### config.mk
export PLATFORM = sky130hd
export DESIGN_NAME = i2c_eeprom_slave
export DESIGN_NICKNAME = d
export VERILOG_FILES = /design/src/rtl/i2cee_pkg.sv /design/src/rtl/i2cee_line_sync.sv /design/src/rtl/i2cee_prog_timer.sv /design/src/rtl/i2cee_array.sv /design/src/rtl/i2c_eeprom_slave.sv
export SDC_FILE = /design/constraint.sdc
export NUM_CORES = 2
export LEC_CHECK = 0
export BUFFER_PORTS_ARGS = -buffer_cell sky130_fd_sc_hd__buf_2
export CAP_MARGIN = 20
export CORE_UTILIZATION = 45
export CTS_CLUSTER_SIZE = 40
export DETAILED_ROUTE_END_ITERATION = 8
export GPL_ROUTABILITY_DRIVEN = 1
export MAX_ROUTING_LAYER = met4
export PLACE_DENSITY = 0.69
export SLEW_MARGIN = 10
export SYNTH_ARGS = -nofsm -noshare
export SYNTH_HDL_FRONTEND = slang
export SYNTH_HIERARCHICAL = 1
export SYNTH_SLANG_ARGS = --single-unit
### constraint.sdc
create_clock -name clk -period 5.1 [get_ports clk]
set_input_delay 1.02 -clock clk [delete_from_list [all_inputs] [get_ports clk]]
set_output_delay 1.02 -clock clk [all_outputs]
set_load 0.1 [all_outputs]
### src/rtl/i2cee_pkg.sv
package i2cee_pkg;

    typedef enum logic [3:0] {
        ST_IDLE,
        ST_DEV,
        ST_DEV_ACK,
        ST_WORD,
        ST_WORD_ACK,
        ST_WDATA,
        ST_WDATA_ACK,
        ST_RDATA,
        ST_RACK,
        ST_SKIP
    } ee_state_t;

    localparam int DEV_ADDR_BITS = 7;

endpackage

### src/rtl/i2cee_line_sync.sv
module i2cee_line_sync #(
    parameter int STAGES = 2
) (
    input  logic clk,
    input  logic rst_n,
    input  logic d,
    output logic q,
    output logic rise,
    output logic fall
);

    logic [STAGES-1:0] chain;
    logic              last;

    generate
        if (STAGES == 1) begin : g_one
            always_ff @(posedge clk or negedge rst_n) begin
                if (!rst_n) chain <= '1;
                else        chain <= d;
            end
        end else begin : g_many
            always_ff @(posedge clk or negedge rst_n) begin
                if (!rst_n) chain <= '1;
                else        chain <= {chain[STAGES-2:0], d};
            end
        end
    endgenerate

    always_ff @(posedge clk or negedge rst_n) begin
        if (!rst_n) last <= 1'b1;
        else        last <= chain[STAGES-1];
    end

    assign q    = chain[STAGES-1];
    assign rise = q & ~last;
    assign fall = ~q & last;

endmodule

### src/rtl/i2cee_prog_timer.sv
module i2cee_prog_timer #(
    parameter int CYCLES = 1000000
) (
    input  logic clk,
    input  logic rst_n,
    input  logic kick,
    output logic busy
);

    localparam int CW = $clog2(CYCLES + 1);

    logic [CW-1:0] left;

    always_ff @(posedge clk or negedge rst_n) begin
        if (!rst_n)            left <= '0;
        else if (kick)         left <= CW'(CYCLES);
        else if (left != '0)   left <= left - CW'(1);
    end

    assign busy = (left != '0);


    kick_idle_chk: assert property (@(posedge clk) disable iff (!rst_n)
        kick |-> !busy);

endmodule

### src/rtl/i2cee_array.sv
module i2cee_array #(
    parameter int ADDR_W = 8,
    parameter int DATA_W = 8,
    parameter int PAGE_W = 4
) (
    input  logic                                       clk,
    input  logic                                       rst_n,
    input  logic                                       commit,
    input  logic [ADDR_W-PAGE_W-1:0]                   page_idx,
    input  logic [(1<<PAGE_W)-1:0][DATA_W-1:0]         page_data,
    input  logic [(1<<PAGE_W)-1:0]                     page_mask,
    input  logic [ADDR_W-1:0]                          rd_addr,
    output logic [DATA_W-1:0]                          rd_data
);

    localparam int WORDS      = 1 << ADDR_W;
    localparam int PAGE_BYTES = 1 << PAGE_W;

    logic [DATA_W-1:0] cells [WORDS];

    always_ff @(posedge clk or negedge rst_n) begin
        if (!rst_n) begin
            for (int w = 0; w < WORDS; w++) cells[w] <= '1;
        end else if (commit) begin
            for (int b = 0; b < PAGE_BYTES; b++) begin
                if (page_mask[b]) cells[{page_idx, PAGE_W'(b)}] <= page_data[b];
            end
        end
    end

    assign rd_data = cells[rd_addr];

endmodule

### src/rtl/i2c_eeprom_slave.sv
module i2c_eeprom_slave
    import i2cee_pkg::*;
#(
    parameter int          ADDR_W      = 8,
    parameter int          DATA_W      = 8,
    parameter int          PAGE_W      = 4,
    parameter int          SYNC_STAGES = 2,
    parameter int          PROG_CYCLES = 1000000,
    parameter logic [3:0]  TYPE_CODE   = 4'b1010
) (
    input  logic       clk,
    input  logic       rst_n,
    input  logic       scl_i,
    input  logic       sda_i,
    output logic       sda_oe,
    input  logic [2:0] dev_sel,
    input  logic       lock_hi
);

    localparam int PAGE_BYTES = 1 << PAGE_W;
    localparam int PAGE_IDX_W = ADDR_W - PAGE_W;
    localparam int CNT_W      = $clog2(DATA_W);
    localparam logic [CNT_W-1:0] LAST_BIT = CNT_W'(DATA_W - 1);

    logic scl_q, scl_rise, scl_fall;
    logic sda_q, sda_rise, sda_fall;
    logic ev_start, ev_stop;

    ee_state_t                         state;
    logic [CNT_W-1:0]                  bit_cnt;
    logic                              byte_done;
    logic [DATA_W-1:0]                 rx_sr;
    logic [DATA_W-1:0]                 tx_sr;
    logic                              rd_mode;
    logic                              m_ack;
    logic [ADDR_W-1:0]                 word_ptr;
    logic [ADDR_W-1:0]                 page_next;
    logic [PAGE_BYTES-1:0][DATA_W-1:0] pbuf;
    logic [PAGE_BYTES-1:0]             pmask;
    logic                              wr_pend;
    logic                              commit;
    logic                              busy;
    logic                              addr_hit;
    logic                              guarded;
    logic [DATA_W-1:0]                 rd_data;

    i2cee_line_sync #(.STAGES(SYNC_STAGES)) u_scl_sync (
        .clk  (clk),
        .rst_n(rst_n),
        .d    (scl_i),
        .q    (scl_q),
        .rise (scl_rise),
        .fall (scl_fall)
    );

    i2cee_line_sync #(.STAGES(SYNC_STAGES)) u_sda_sync (
        .clk  (clk),
        .rst_n(rst_n),
        .d    (sda_i),
        .q    (sda_q),
        .rise (sda_rise),
        .fall (sda_fall)
    );

    i2cee_prog_timer #(.CYCLES(PROG_CYCLES)) u_timer (
        .clk  (clk),
        .rst_n(rst_n),
        .kick (commit),
        .busy (busy)
    );

    i2cee_array #(.ADDR_W(ADDR_W), .DATA_W(DATA_W), .PAGE_W(PAGE_W)) u_array (
        .clk      (clk),
        .rst_n    (rst_n),
        .commit   (commit),
        .page_idx (word_ptr[ADDR_W-1:PAGE_W]),
        .page_data(pbuf),
        .page_mask(pmask),
        .rd_addr  (word_ptr),
        .rd_data  (rd_data)
    );

    assign ev_start  = scl_q & sda_fall;
    assign ev_stop   = scl_q & sda_rise;
    assign addr_hit  = (rx_sr[DATA_W-1:DATA_W-DEV_ADDR_BITS] == {TYPE_CODE, dev_sel});
    assign guarded   = lock_hi & word_ptr[ADDR_W-1];
    assign page_next = {word_ptr[ADDR_W-1:PAGE_W], word_ptr[PAGE_W-1:0] + PAGE_W'(1)};

    // State register and datapath
    always_ff @(posedge clk or negedge rst_n) begin
        if (!rst_n) begin
            state     <= ST_IDLE;
            bit_cnt   <= '0;
            byte_done <= 1'b0;
            rx_sr     <= '0;
            tx_sr     <= '1;
            rd_mode   <= 1'b0;
            m_ack     <= 1'b0;
            word_ptr  <= '0;
            pbuf      <= '0;
            pmask     <= '0;
            wr_pend   <= 1'b0;
            commit    <= 1'b0;
        end else begin
            commit <= 1'b0;
            if (ev_start) begin
                state     <= ST_DEV;
                bit_cnt   <= '0;
                byte_done <= 1'b0;
                wr_pend   <= 1'b0;
                pmask     <= '0;
            end else if (ev_stop) begin
                state <= ST_IDLE;
                if (wr_pend) begin
                    commit  <= 1'b1;
                    wr_pend <= 1'b0;
                end
            end else begin
                unique case (state)
                    ST_DEV, ST_WORD, ST_WDATA: begin
                        if (scl_rise) begin
                            rx_sr   <= {rx_sr[DATA_W-2:0], sda_q};
                            bit_cnt <= bit_cnt + CNT_W'(1);
                            if (bit_cnt == LAST_BIT) byte_done <= 1'b1;
                        end else if (scl_fall && byte_done) begin
                            byte_done <= 1'b0;
                            bit_cnt   <= '0;
                            if (state == ST_DEV) begin
                                if (addr_hit && !busy) begin
                                    rd_mode <= rx_sr[0];
                                    state   <= ST_DEV_ACK;
                                end else begin
                                    state <= ST_SKIP;
                                end
                            end else if (state == ST_WORD) begin
                                word_ptr <= rx_sr[ADDR_W-1:0];
                                state    <= ST_WORD_ACK;
                            end else begin
                                pbuf[word_ptr[PAGE_W-1:0]] <= rx_sr;
                                if (!guarded) pmask[word_ptr[PAGE_W-1:0]] <= 1'b1;
                                wr_pend  <= 1'b1;
                                word_ptr <= page_next;
                                state    <= ST_WDATA_ACK;
                            end
                        end
                    end
                    ST_DEV_ACK: begin
                        if (scl_fall) begin
                            if (rd_mode) begin
                                tx_sr    <= rd_data;
                                word_ptr <= word_ptr + ADDR_W'(1);
                                state    <= ST_RDATA;
                            end else begin
                                state <= ST_WORD;
                            end
                        end
                    end
                    ST_WORD_ACK, ST_WDATA_ACK: begin
                        if (scl_fall) state <= ST_WDATA;
                    end
                    ST_RDATA: begin
                        if (scl_fall) begin
                            tx_sr   <= {tx_sr[DATA_W-2:0], 1'b1};
                            bit_cnt <= bit_cnt + CNT_W'(1);
                            if (bit_cnt == LAST_BIT) begin
                                bit_cnt <= '0;
                                state   <= ST_RACK;
                            end
                        end
                    end
                    ST_RACK: begin
                        if (scl_rise) begin
                            m_ack <= ~sda_q;
                        end else if (scl_fall) begin
                            if (m_ack) begin
                                tx_sr    <= rd_data;
                                word_ptr <= word_ptr + ADDR_W'(1);
                                state    <= ST_RDATA;
                            end else begin
                                state <= ST_SKIP;
                            end
                        end
                    end
                    ST_IDLE, ST_SKIP: begin
                    end
                    default: state <= ST_IDLE;
                endcase
            end
        end
    end

    // Outputs
    always_comb begin
        unique case (state)
            ST_DEV_ACK, ST_WORD_ACK, ST_WDATA_ACK: sda_oe = 1'b1;
            ST_RDATA:                              sda_oe = ~tx_sr[DATA_W-1];
            default:                               sda_oe = 1'b0;
        endcase
    end


    busy_nack_chk: assert property (@(posedge clk) disable iff (!rst_n)
        busy |-> state != ST_DEV_ACK);


    page_hold_chk: assert property (@(posedge clk) disable iff (!rst_n)
        wr_pend |=> $stable(word_ptr[ADDR_W-1:PAGE_W]));


    lock_mask_chk: assert property (@(posedge clk) disable iff (!rst_n)
        (lock_hi && word_ptr[ADDR_W-1] && state == ST_WDATA && scl_fall && byte_done
         && !ev_start && !ev_stop) |=> $stable(pmask));


    sda_scl_high_chk: assert property (@(posedge clk) disable iff (!rst_n)
        (scl_q && $past(scl_q) && !$past(ev_start) && !$past(ev_stop)) |-> $stable(sda_oe));

endmodule

==> run summary <==
The flow ran to the end, and the final reports show no timing, DRC or antenna violations. Buffers placed on the I/O ports in this run total 8. The logs give 399,000 µm for the post-detailed-routing wire length and 551,000 µm for the first-pass GRT wire length. In this run the remaining antenna-violating nets after routing total 0.

The first-pass iteration count of the detailed router is 7, and the overall routing resource usage is 35.0%. Leaving out fill and tap cells, the most frequent cells in the layout are 2,121 x sky130_fd_sc_hd__mux2_2, 2,062 x sky130_fd_sc_hd__dfstp_2, 485 x sky130_fd_sc_hd__mux4_2. The area fraction of the dominant cell type after synthesis is 51.7%, and the critical path arrival is 5.21 ns.

The logs give 0.235 mm² for the overall die area and 2,254 for the number of sinks on the clock net. For the pin with the worst max-slew slack, the measured transition is 1.27 ns. Most used cell along the critical path: sky130_fd_sc_hd__buf_4. The share of total power dissipated in combinational logic is 15.4%.

Entering global routing, the biggest net connects 169 pins. Async set-reset flop share out of synthesis: 100%. The relative area change from synthesis to final layout was 12.3%; the chip height was 485 µm. In this run, the number of DRC markers left after iteration 0 of detailed routing was 7,381. The tool flagged a number of max-cap violations equal to 0. Net switching is 28.5% of the power.

The clock passes through at most 3 buffers. For this block, the via count after detailed routing is 65,300. The largest driver fanout on the critical path is 30, and the final clock period utilization by the worst path is 87.1%.

The initial antenna violation count came out at 56. Kind of critical path: reg2reg. In this run the count of I/O pins placed on the die edge is 9. The average via count per standard cell is 6.53. Per report_power, the sequential group accounts for 42.9% of the total. The run gives 229 as the number of buffers added by the clock tree synthesis step.

After synthesis, the cell types taking the most area are sky130_fd_sc_hd__dfstp_2 52%, sky130_fd_sc_hd__mux2_2 23%, sky130_fd_sc_hd__mux4_2 10%. Traced cell by cell, the critical path runs through buf_4 > mux4_2 > nor2b_1 > a211oi_1 > o31ai_1 > a21oi_1 > nor3_1 > buf_4 > o22ai_1 > a2bb2oi_1. The tools report the number of fillers in the final layout as 18,900.

At the end of the flow, the number of nets in the layout was 6,751. Between clock sinks in the finished design, the worst skew comes to 0.0751 ns. Setup violations remaining at the end of the flow were counted as 0. The most frequent standard cell in the layout excluding fill and tap cells was sky130_fd_sc_hd__mux2_2. Among all flip-flop cells after synthesis, the most frequent one is sky130_fd_sc_hd__dfstp_2. The post-synthesis instance area came out at 0.105 mm². Counting both buffers and inverters, the worst setup path holds a total of 2. The tools report the post-cts sizing count as 0. IR analysis of the VDD net gives a maximum drop of 0.000664 V. The startpoint identified for the worst register-to-register timing path is word_ptr[1]$_DFFE_PN0P_. Cell count after synthesis: 6,640. The capturing element type of the critical path is a flop.

Dividing total power by cell area gives a power density of 365 mW/mm². After routing the design area is 0.118 mm². The min-delay analysis places its worst path in the category in2async.

The clock period minus worst slack works out to 4.44 ns. The worst setup path is launched from a flop. Wire length per cell after detailed routing: 39.9 µm.

The placer congestion estimate was 1.10; the setup TNS was 0 ns. The synthesized design contains 0 enable-type register cells. Number of DRC violations after detailed routing: 0. On the critical path, the stage with the largest delay is an instance of sky130_fd_sc_hd__a211oi_1. The logs give 0 for the setup fix buffers added after clock tree synthesis and 65,300 for the via count of the first global-routing pass. The analysis attributes to cell leakage a power of 0.0479 µW. The logs give 56.3% for the sequential cell area fraction in the yosys report and 87 for the count of cell types in the netlist. On the critical path the largest part of the delay comes from compound AO/OA/AOI/OAI gates. The mean post-synth cell area came out at 15.8 µm². The run gives 176 as the standard-cell row count.

The core region area is 0.231 mm². Total internal power: 30,800 µW. STA puts the critical path data required time at 5.87 ns. The clock transition at the register clock pins on the worst setup and hold paths after CTS is 0.06 ns.

The share of cells above drive strength 1 is 79.1%, and the final number of hold-violating endpoints is 0. The most area-hungry cell type in the Yosys netlist was sky130_fd_sc_hd__dfstp_2. The top achievable clock speed was 225 MHz; the headroom to the max-slew limit was 15.4%.

The total count of max-transition violations in the final report is 0. TritonCTS built the clock tree. The tools report the total half-perimeter wirelength after legalization and detailed placement as 273,000 µm.

The synthesized netlist net count was 6,656. In this run the cell area measured after placement is 0.110 mm². Setup repair after global routing left no endpoint under its margin.

The number of hold buffers added after cts is 0. Clock root buffer master: sky130_fd_sc_hd__clkbuf_16. The total congestion overflow after global routing is 0, and the count of synthesis-stage warnings from yosys is 6.

The die boundary width was 485 µm; the initial core utilization was 45.4%. Biggest cell delay along the critical path: 0.95 ns. For the net switching power figure, the log shows 12,300 µW.

The count of H-tree levels built during CTS came out at 4. The clock network is responsible for 41.6% of the overall power. The insertion delay of the later-clocked pin in the worst-skew pair was 0.92 ns; the total of flip-flops plus latches after synthesis was 2,254. The most critical setup path has its startpoint at word_ptr[1]$_DFFE_PN0P_.
==> synth_stat cells, drive strengths merged (13+ instances only) <==
library cell	instances
nor2b	24
and3	14
nand3	44
mux2	2193
a221oi	13
mux4	485
o221ai	43
a31oi	31
nor3	42
nand2b	16
a211oi	19
a22oi	58
buf	158
a22o	15
mux2i	153
dfrtp	192
nor4	15
nand2	375
clkbuf	255
a21oi	55
inv	15
dfstp	2062
nor2	107
o21ai	60
o22ai	42
==> power by group through the flow <==
stage | clock, µW | combinational (µW) | sequential [µW]
floorplan | 0 | 4310 | 18400
global placement | 0 | 6580 | 18700
detailed placement | 0 | 6590 | 18700
CTS | 18100 | 6590 | 18500
global route | 18800 | 6910 | 18500
finish | 17900 | 6640 | 18500
==> flip-flops by register name (all words and copies together), names as in the netlist <==
register and flops:
bit_cnt 3, byte_done 1, commit 1, m_ack 1, pbuf 128, pmask 16
rd_mode 1, rx_sr 8, state 4, tx_sr 8, u_array/cells 2048, u_scl_sync/chain 2
u_scl_sync/last 1, u_sda_sync/chain 2, u_sda_sync/last 1, u_timer/left 20, word_ptr 8, wr_pend 1
==> final timing paths <==
| check | to | cells after the start | slack [ns] |
|---|---|---|---|
| max | tx_sr[4]$_DFFE_PN1P_ | 10 | 0.66 |
| min | u_timer/left[8]$_DFFE_PN0P_ | 1 | 0.04 |
| max reg2reg | tx_sr[4]$_DFFE_PN1P_ | 10 | 0.66 |
| min reg2reg | u_sda_sync/chain[1]$_DFF_PN1_ | 0 | 0.35 |
| max in group asynchronous | u_array/cells[121]$_DFFE_PN1P_ | 3 | 3.37 |
| min in group clk | u_scl_sync/chain[0]$_DFF_PN1_ | 1 | 0.19 |
==> cell type report <==
class                   instances  area (µm²)  area share, %
diodes                         42         105         0.0892
multi-input cells            3958       43900           37.3
repair buffers                277        2790           2.36
well taps                    3026        3790           3.21
flip-flops and latches       2254       59000           50.1
clock inverters                89        1230           1.04
clock buffers                 340        6880           5.84
inverters                      15        56.3         0.0478
==> per-layer routing <==
metal	up-vias	track usage, %	part of all wire [%]
met5	-	-	0
met4	0	13.6	4.4
met3	608	10.8	11
met2	3265	47.8	42
met1	36300	48.3	43
li1	25200	-	-
==> through the flow <==
step | setup WS [ns] | utilization (%) | hold WS, ns | std cells | total power [µW]
after floorplan | 1.96 | - | 0.345 | 6640 | 22700
after global placement | 0.855 | 47.3 | 0.347 | 9511 | 25300
after detailed placement | 0.866 | 47.5 | 0.347 | 9528 | 25300
after CTS | 0.831 | 51.0 | 0.143 | 9957 | 43100
after global routing | 0.799 | 51.0 | 0.0820 | 9986 | 44200
final | 0.659 | 51.0 | 0.0433 | 10000 | 43000
==> cell families (layout without fill, tap and decap cells) <==
family                   count (synthesis)  in the layout  synth area share, %
AO/OA/AOI/OAI                          402            402                 2.67
XOR/XNOR                                17             17                0.142
adder cells (fa/ha/maj)                  8              8               0.0955
buffers and inverters                  428            721                 1.95
flip-flops                            2254           2254                 56.3
multiplexers                          2831           2831                 35.7
other                                    0             42                    0
AND/OR/NAND/NOR                        700            700                 3.19
Power figures use the tool's default switching activity.
